<file path="config.mk">
export PLATFORM = sky130hd
export DESIGN_NAME = dir_predictor
export DESIGN_NICKNAME = d
export VERILOG_FILES = /design/src/rtl/bp2_pkg.sv /design/src/rtl/bp2_index.sv /design/src/rtl/bp2_ctr_next.sv /design/src/rtl/bp2_entry.sv /design/src/rtl/dir_predictor.sv
export SDC_FILE = /design/constraint.sdc
export NUM_CORES = 1
export LEC_CHECK = 0
export BUFFER_PORTS_ARGS = -buffer_cell sky130_fd_sc_hd__buf_2
export CORE_ASPECT_RATIO = 0.7
export CORE_UTILIZATION = 29
export CTS_BUF_LIST = sky130_fd_sc_hd__clkbuf_4
export DETAILED_ROUTE_END_ITERATION = 8
export GPL_ROUTABILITY_DRIVEN = 0
export GPL_TIMING_DRIVEN = 0
export SLEW_MARGIN = 20
export SYNTH_ARGS = -nofsm -noshare
export SYNTH_HDL_FRONTEND = slang
export SYNTH_SLANG_ARGS = --single-unit
</file>
<file path="constraint.sdc">
create_clock -name clk -period 2.55 [get_ports clk]
set_input_delay 0.51 -clock clk [delete_from_list [all_inputs] [get_ports clk]]
set_output_delay 0.51 -clock clk [all_outputs]
set_load 0.01 [all_outputs]
</file>
<file path="src/rtl/bp2_pkg.sv">
// Shared definitions for the two-bit branch predictor.
// Assumes a counter is two bits wide and its upper bit is the prediction.
package bp2_pkg;
    typedef logic [1:0] ctr_t;
    localparam ctr_t CTR_STRONG_NT = 2'b00;
    localparam ctr_t CTR_WEAK_NT   = 2'b01;
    localparam ctr_t CTR_WEAK_T    = 2'b10;
    localparam ctr_t CTR_STRONG_T  = 2'b11;
endpackage

</file>
<file path="src/rtl/bp2_index.sv">
// Extracts the table index from a branch PC.
// Assumes word-aligned PCs: ALIGN_BITS low bits are dropped, bits above the field are ignored.
module bp2_index #(
    parameter int PC_W       = 32,
    parameter int DEPTH      = 16,
    parameter int ALIGN_BITS = 2,
    localparam int IDX_W     = (DEPTH > 1) ? $clog2(DEPTH) : 1
) (
    input  logic [PC_W-1:0]  pc,
    output logic [IDX_W-1:0] idx
);
    // Select the index field just above the alignment bits.
    assign idx = pc[ALIGN_BITS +: IDX_W];

    // the index equals the word address reduced modulo the table depth.
    always_comb begin
        a_r2_index_slice: assert ((pc >> ALIGN_BITS) % PC_W'(DEPTH) == PC_W'(idx));
    end
endmodule

</file>
<file path="src/rtl/bp2_ctr_next.sv">
// Next-state function of one two-bit counter.
// Not-taken from any state below strongly-taken clears to 00; taken from a weak state jumps to 11.
module bp2_ctr_next
    import bp2_pkg::*;
(
    input  ctr_t cur,
    input  logic taken,
    output ctr_t nxt
);
    // Compute the successor state from the current state and the outcome.
    always_comb begin
        unique case (cur)
            CTR_STRONG_NT: nxt = taken ? CTR_WEAK_NT  : CTR_STRONG_NT;
            CTR_WEAK_NT:   nxt = taken ? CTR_STRONG_T : CTR_STRONG_NT;
            CTR_WEAK_T:    nxt = taken ? CTR_STRONG_T : CTR_STRONG_NT;
            default:       nxt = taken ? CTR_STRONG_T : CTR_WEAK_T;
        endcase
    end
endmodule

</file>
<file path="src/rtl/bp2_entry.sv">
// One counter of the table.
// Assumes the caller raises we only for the single entry the update selects.
module bp2_entry
    import bp2_pkg::*;
#(
    parameter ctr_t INIT_STATE = CTR_WEAK_T
) (
    input  logic clk,
    input  logic rst_n,
    input  logic we,
    input  logic taken,
    input  ctr_t nxt,
    output ctr_t q
);
    // Hold the counter state, load the initial state on reset.
    always_ff @(posedge clk) begin
        if (!rst_n)  q <= INIT_STATE;
        else if (we) q <= nxt;
    end

    a_r1_reset_init: assert property (@(posedge clk) !rst_n |=> q == INIT_STATE);
    a_r4_from_00: assert property (@(posedge clk) disable iff (!rst_n)
        (we && q == 2'b00) |=> q == (($past(taken)) ? 2'b01 : 2'b00));
    a_r5_from_01: assert property (@(posedge clk) disable iff (!rst_n)
        (we && q == 2'b01) |=> q == (($past(taken)) ? 2'b11 : 2'b00));
    a_r6_from_10: assert property (@(posedge clk) disable iff (!rst_n)
        (we && q == 2'b10) |=> q == (($past(taken)) ? 2'b11 : 2'b00));
    a_r7_from_11: assert property (@(posedge clk) disable iff (!rst_n)
        (we && q == 2'b11) |=> q == (($past(taken)) ? 2'b11 : 2'b10));
    a_r8_hold_unselected: assert property (@(posedge clk) disable iff (!rst_n)
        !we |=> $stable(q));
endmodule

</file>
<file path="src/rtl/dir_predictor.sv">
// Per-address two-bit branch direction predictor.
// Lookup is combinational; an update writes the selected counter at the next clock edge.
// Assumes DEPTH is a power of two.
module dir_predictor
    import bp2_pkg::*;
#(
    parameter int   PC_W       = 32,
    parameter int   DEPTH      = 16,
    parameter int   ALIGN_BITS = 2,
    parameter ctr_t INIT_STATE = CTR_WEAK_T
) (
    input  logic            clk,
    input  logic            rst_n,
    input  logic [PC_W-1:0] lkp_pc,
    output logic            lkp_taken,
    input  logic            upd_en,
    input  logic [PC_W-1:0] upd_pc,
    input  logic            upd_taken
);
    localparam int IDX_W = (DEPTH > 1) ? $clog2(DEPTH) : 1;

    logic [IDX_W-1:0] lkp_idx;
    logic [IDX_W-1:0] upd_idx;
    ctr_t             ctr_q [DEPTH];
    ctr_t             upd_cur;
    ctr_t             upd_nxt;
    logic [DEPTH-1:0] entry_we;

    bp2_index #(.PC_W(PC_W), .DEPTH(DEPTH), .ALIGN_BITS(ALIGN_BITS)) u_lkp_index (
        .pc(lkp_pc), .idx(lkp_idx));
    bp2_index #(.PC_W(PC_W), .DEPTH(DEPTH), .ALIGN_BITS(ALIGN_BITS)) u_upd_index (
        .pc(upd_pc), .idx(upd_idx));

    // Read the prediction bit and the state to be updated.
    always_comb begin
        lkp_taken = ctr_q[lkp_idx][1];
        upd_cur   = ctr_q[upd_idx];
    end

    bp2_ctr_next u_next (.cur(upd_cur), .taken(upd_taken), .nxt(upd_nxt));

    for (genvar i = 0; i < DEPTH; i++) begin : g_entry
        assign entry_we[i] = upd_en && (upd_idx == IDX_W'(i));
        bp2_entry #(.INIT_STATE(INIT_STATE)) u_entry (
            .clk(clk), .rst_n(rst_n), .we(entry_we[i]), .taken(upd_taken),
            .nxt(upd_nxt), .q(ctr_q[i]));
    end

    a_r8_single_write: assert property (@(posedge clk) disable iff (!rst_n)
        $onehot0(entry_we));
    a_r9_no_write_idle: assert property (@(posedge clk) disable iff (!rst_n)
        !upd_en |-> entry_we == '0);
endmodule

</file>
==> summary.md <==
| Metric | Value |
|---|---|
| Final cell count without fillers | 262 |
| WP data arrival | 2.66 ns |
| DPL Wire Length | 3401 µm |
| Reg-to-reg setup timing slack | 0.15 ns |
| Final min period | 2.431 ns |
| DRC viols | 0 |
| Global-route wire length before repair | 7569 µm |
| Post-Place Setup Slack | -0.4259 ns |
| Synthesized flop and latch total | 32 |
| Worst skew pair latency | 0.34 ns |
| Cell variety after synth | 27 |
| Vias in the first global route | 1400 |
| Worst-path clk slew | 0.09 ns |
| Die Span Y | 66.79 µm |
| Final slew viol count | 0 |
| Tot Pwr | 0.9258 mW |
| Top cells by count, synth | dfxtp_1, o21ai_0, nand3_1, a21boi_0, o311ai_0 |
| Fmax | 411.4 MHz |
| Number of placed I/O pins | 69 |
| Layout Utilization | 33.74% |
| Share of the synthesized area in the top cell type | 36.83% |
| Worst min path class | in -> reg |
| Reg with most FFs | g_entry.u_entry.q |
| Total power density per cell area | 476.7 nW/µm² |
| Final Hold Fails | 0 |
| Row cnt | 23 |
| CTS tree | yes |
| Area contributors post-synth | dfxtp_1, mux4_2, o21ai_0 |
| CTS max path bufs | 2 |
| Crit-path cells | buf_6 -> buf_12 -> mux4_2 -> a22o_1 -> nor2_1 -> ha_1 -> mux2i_4 -> clkbuf_2 -> o311ai_0 |
| Final WL | 4683 µm |
| Worst hold margin | 0.4773 ns |
| Endpoints failing setup | 0 |
| Root Buffer | clkbuf_4 |
| Antenna Cells | 0 |
| Yosys top cell by area | dfxtp_1 |
| Critical path class | in -> reg |
| Area Overhead vs Synth | 11.65% |
| CTS sink count | 32 |
| Largest net degree at the start of global routing | 11 |
| Number of flip-flops in the largest register | 32 |
| Main flop type after synthesis | dfxtp_1 |
| Synth Cell Area | 1739 µm² |
| # nets final | 256 |
| CP Launch Type | primary input |
| Fill count | 610 |
| Hold Crit Endpoint | g_entry[10].u_entry.q[0]$_SDFFE_PN0P_ |
| CP endpoint kind | register |
| Htree depth | 2 |
| Slew margin rel. | 63.90% |
| Initial antenna violation count | 0 |
| Synthesis warning total | 0 |
| Required @ worst endpoint | 2.78 ns |
| Seq/Total Area, Yosys | 36.83% |
| Starting Density | 30.22% |
| Syn Area/Cell | 10.23 µm² |
| Post-route ant nets | 0 |
| Number of synthesized flops with an enable pin | 0 |
| Crit Reg-Reg Endpoint | g_entry[6].u_entry.q[1]$_SDFFE_PN1P_ |
| RR Startpoint | g_entry[9].u_entry.q[1]$_SDFFE_PN1P_ |
| Max cap viols | 0 |
| GRT Overall Usage | 16.49% |
| DP Area | 1887 µm² |
| IO buf count | 10 |
| Leakage power | 0.6142 nW |
| Share of cells above drive strength 1 | 20.32% |
| Drt first pass iters | 4 |
| Hold Buf Count CTS | 0 |
| Vias per std cell | 5.702 |
| Biggest regs | g_entry.u_entry.q: 32 flops |
| GRT Residual Overflow | 0 |
| Worst hold path cell count | 2 |
| Fin Setup TNS | 0 ns |
| Initial drt markers | 124 |
| FFs w/ async S/R, synth | 0% |
| Maximum fanout along the worst path | 10 |
| Cells after Synth | 170 |
| Cell area after layout | 1942 µm² |
| DR vias | 1494 |
| Post-Syn Nets | 239 |
| Worst path max stage delay | 0.51 ns |
| Status | complete, no violations |
| Worst slew pin tran | 0.5403 ns |
| Routed len/inst | 17.87 µm |
| Worst-path cell with the longest stage delay | mux4_2 |
| Setup Skew | 0.01291 ns |
| Worst R2R Path Depth | 7 |
| Crit share post-route | 95.33% |
| Die Span X | 94.56 µm |
| Placed cell count | 255 |
| Die ar. | 6316 µm² |
| Core area | 5756 µm² |
| Worst vdd ir | 0.1863 mV |
| Setup slack after layout | 0.1191 ns |
| CTS buffer count | 5 |
| Critical hold path startpoint | rst_n |
## area by class of cell
type,count,area [µm²],share of cell area [%]
Multi-Input combinational cell,119,998.5,51.42
Timing Repair Buffer,10,50.05,2.577
Tap cell,75,93.84,4.832
Clock inverter,2,7.507,0.3866
Buffer,18,110.1,5.670
Clock buffer,5,37.54,1.933
Sequential cell,32,640.6,32.99
Inverter,1,3.754,0.1933
## where the power goes
group          switching, mW  total [mW]  internal (mW)
Clock                  0.173       0.270         0.0961
Sequential           0.00538       0.514          0.508
Combinational         0.0853       0.143         0.0572
## worst max path at each step
stage,slack [ns],endpoint,startpoint
finish,0.12,g_entry[6].u_entry.q[1]$_SDFFE_PN1P_,upd_pc[2]
global route,-0.02,g_entry[7].u_entry.q[1]$_SDFFE_PN1P_,upd_pc[2]
CTS,0.05,g_entry[6].u_entry.q[1]$_SDFFE_PN1P_,upd_pc[2]
detailed placement,-0.43,g_entry[6].u_entry.q[1]$_SDFFE_PN1P_,upd_pc[2]
global placement,-0.37,g_entry[6].u_entry.q[1]$_SDFFE_PN1P_,upd_pc[2]
floorplan,0.01,g_entry[0].u_entry.q[1]$_SDFFE_PN1P_,upd_pc[2]
## cells by family (layout without fill, tap and decap cells)
logic type / Yosys count / in the layout / synth area share (%)
adder cells (fa/ha/maj): 1 / 1 / 0.7193
buffers and inverters: 19 / 36 / 6.474
multiplexers: 16 / 16 / 18.27
AO/OA/AOI/OAI: 68 / 68 / 26.19
AND/OR/NAND/NOR: 34 / 34 / 11.51
flip-flops: 32 / 32 / 36.83
## critical path, delay by kind of cell
kind	cells	cell delay (ns)
adders and majority gates	1	0.29
AOI/OAI and AO/OA	2	0.53
muxes	2	0.75
and+or+nand+nor	1	0.11
buffers and inverters	3	0.47
## cells in the final DEF, fill, tap and decap left out, drive strengths merged, types with 2 or more instances in the layout
master / instances
a21boi: 16
nand3: 17
o311ai: 16
mux4: 12
mux2i: 4
dfxtp: 32
nor2: 3
clkbuf: 16
and3b: 2
buf: 17
nor2b: 2
clkinv: 2
o21ai: 32
nand3b: 2
nand2b: 2
a22o: 4
## what timing repair did
action | CTS | global route
gates cloned | 0 | 0
hold endpoints to repair | 0 | 0
setup endpoints to repair | 10 | 10
setup buffers | 0 | 0
gates resized for setup | 1 | 2
## layer usage
layer	track usage [%]	vias to the layer above	part of all wire, %
met3	3.881	9	8.4
met5	0	-	0
met2	21.47	53	39
met1	25.71	724	51
met4	5.303	0	1.5
li1	-	708	-
(Power assumes the default switching activity.)
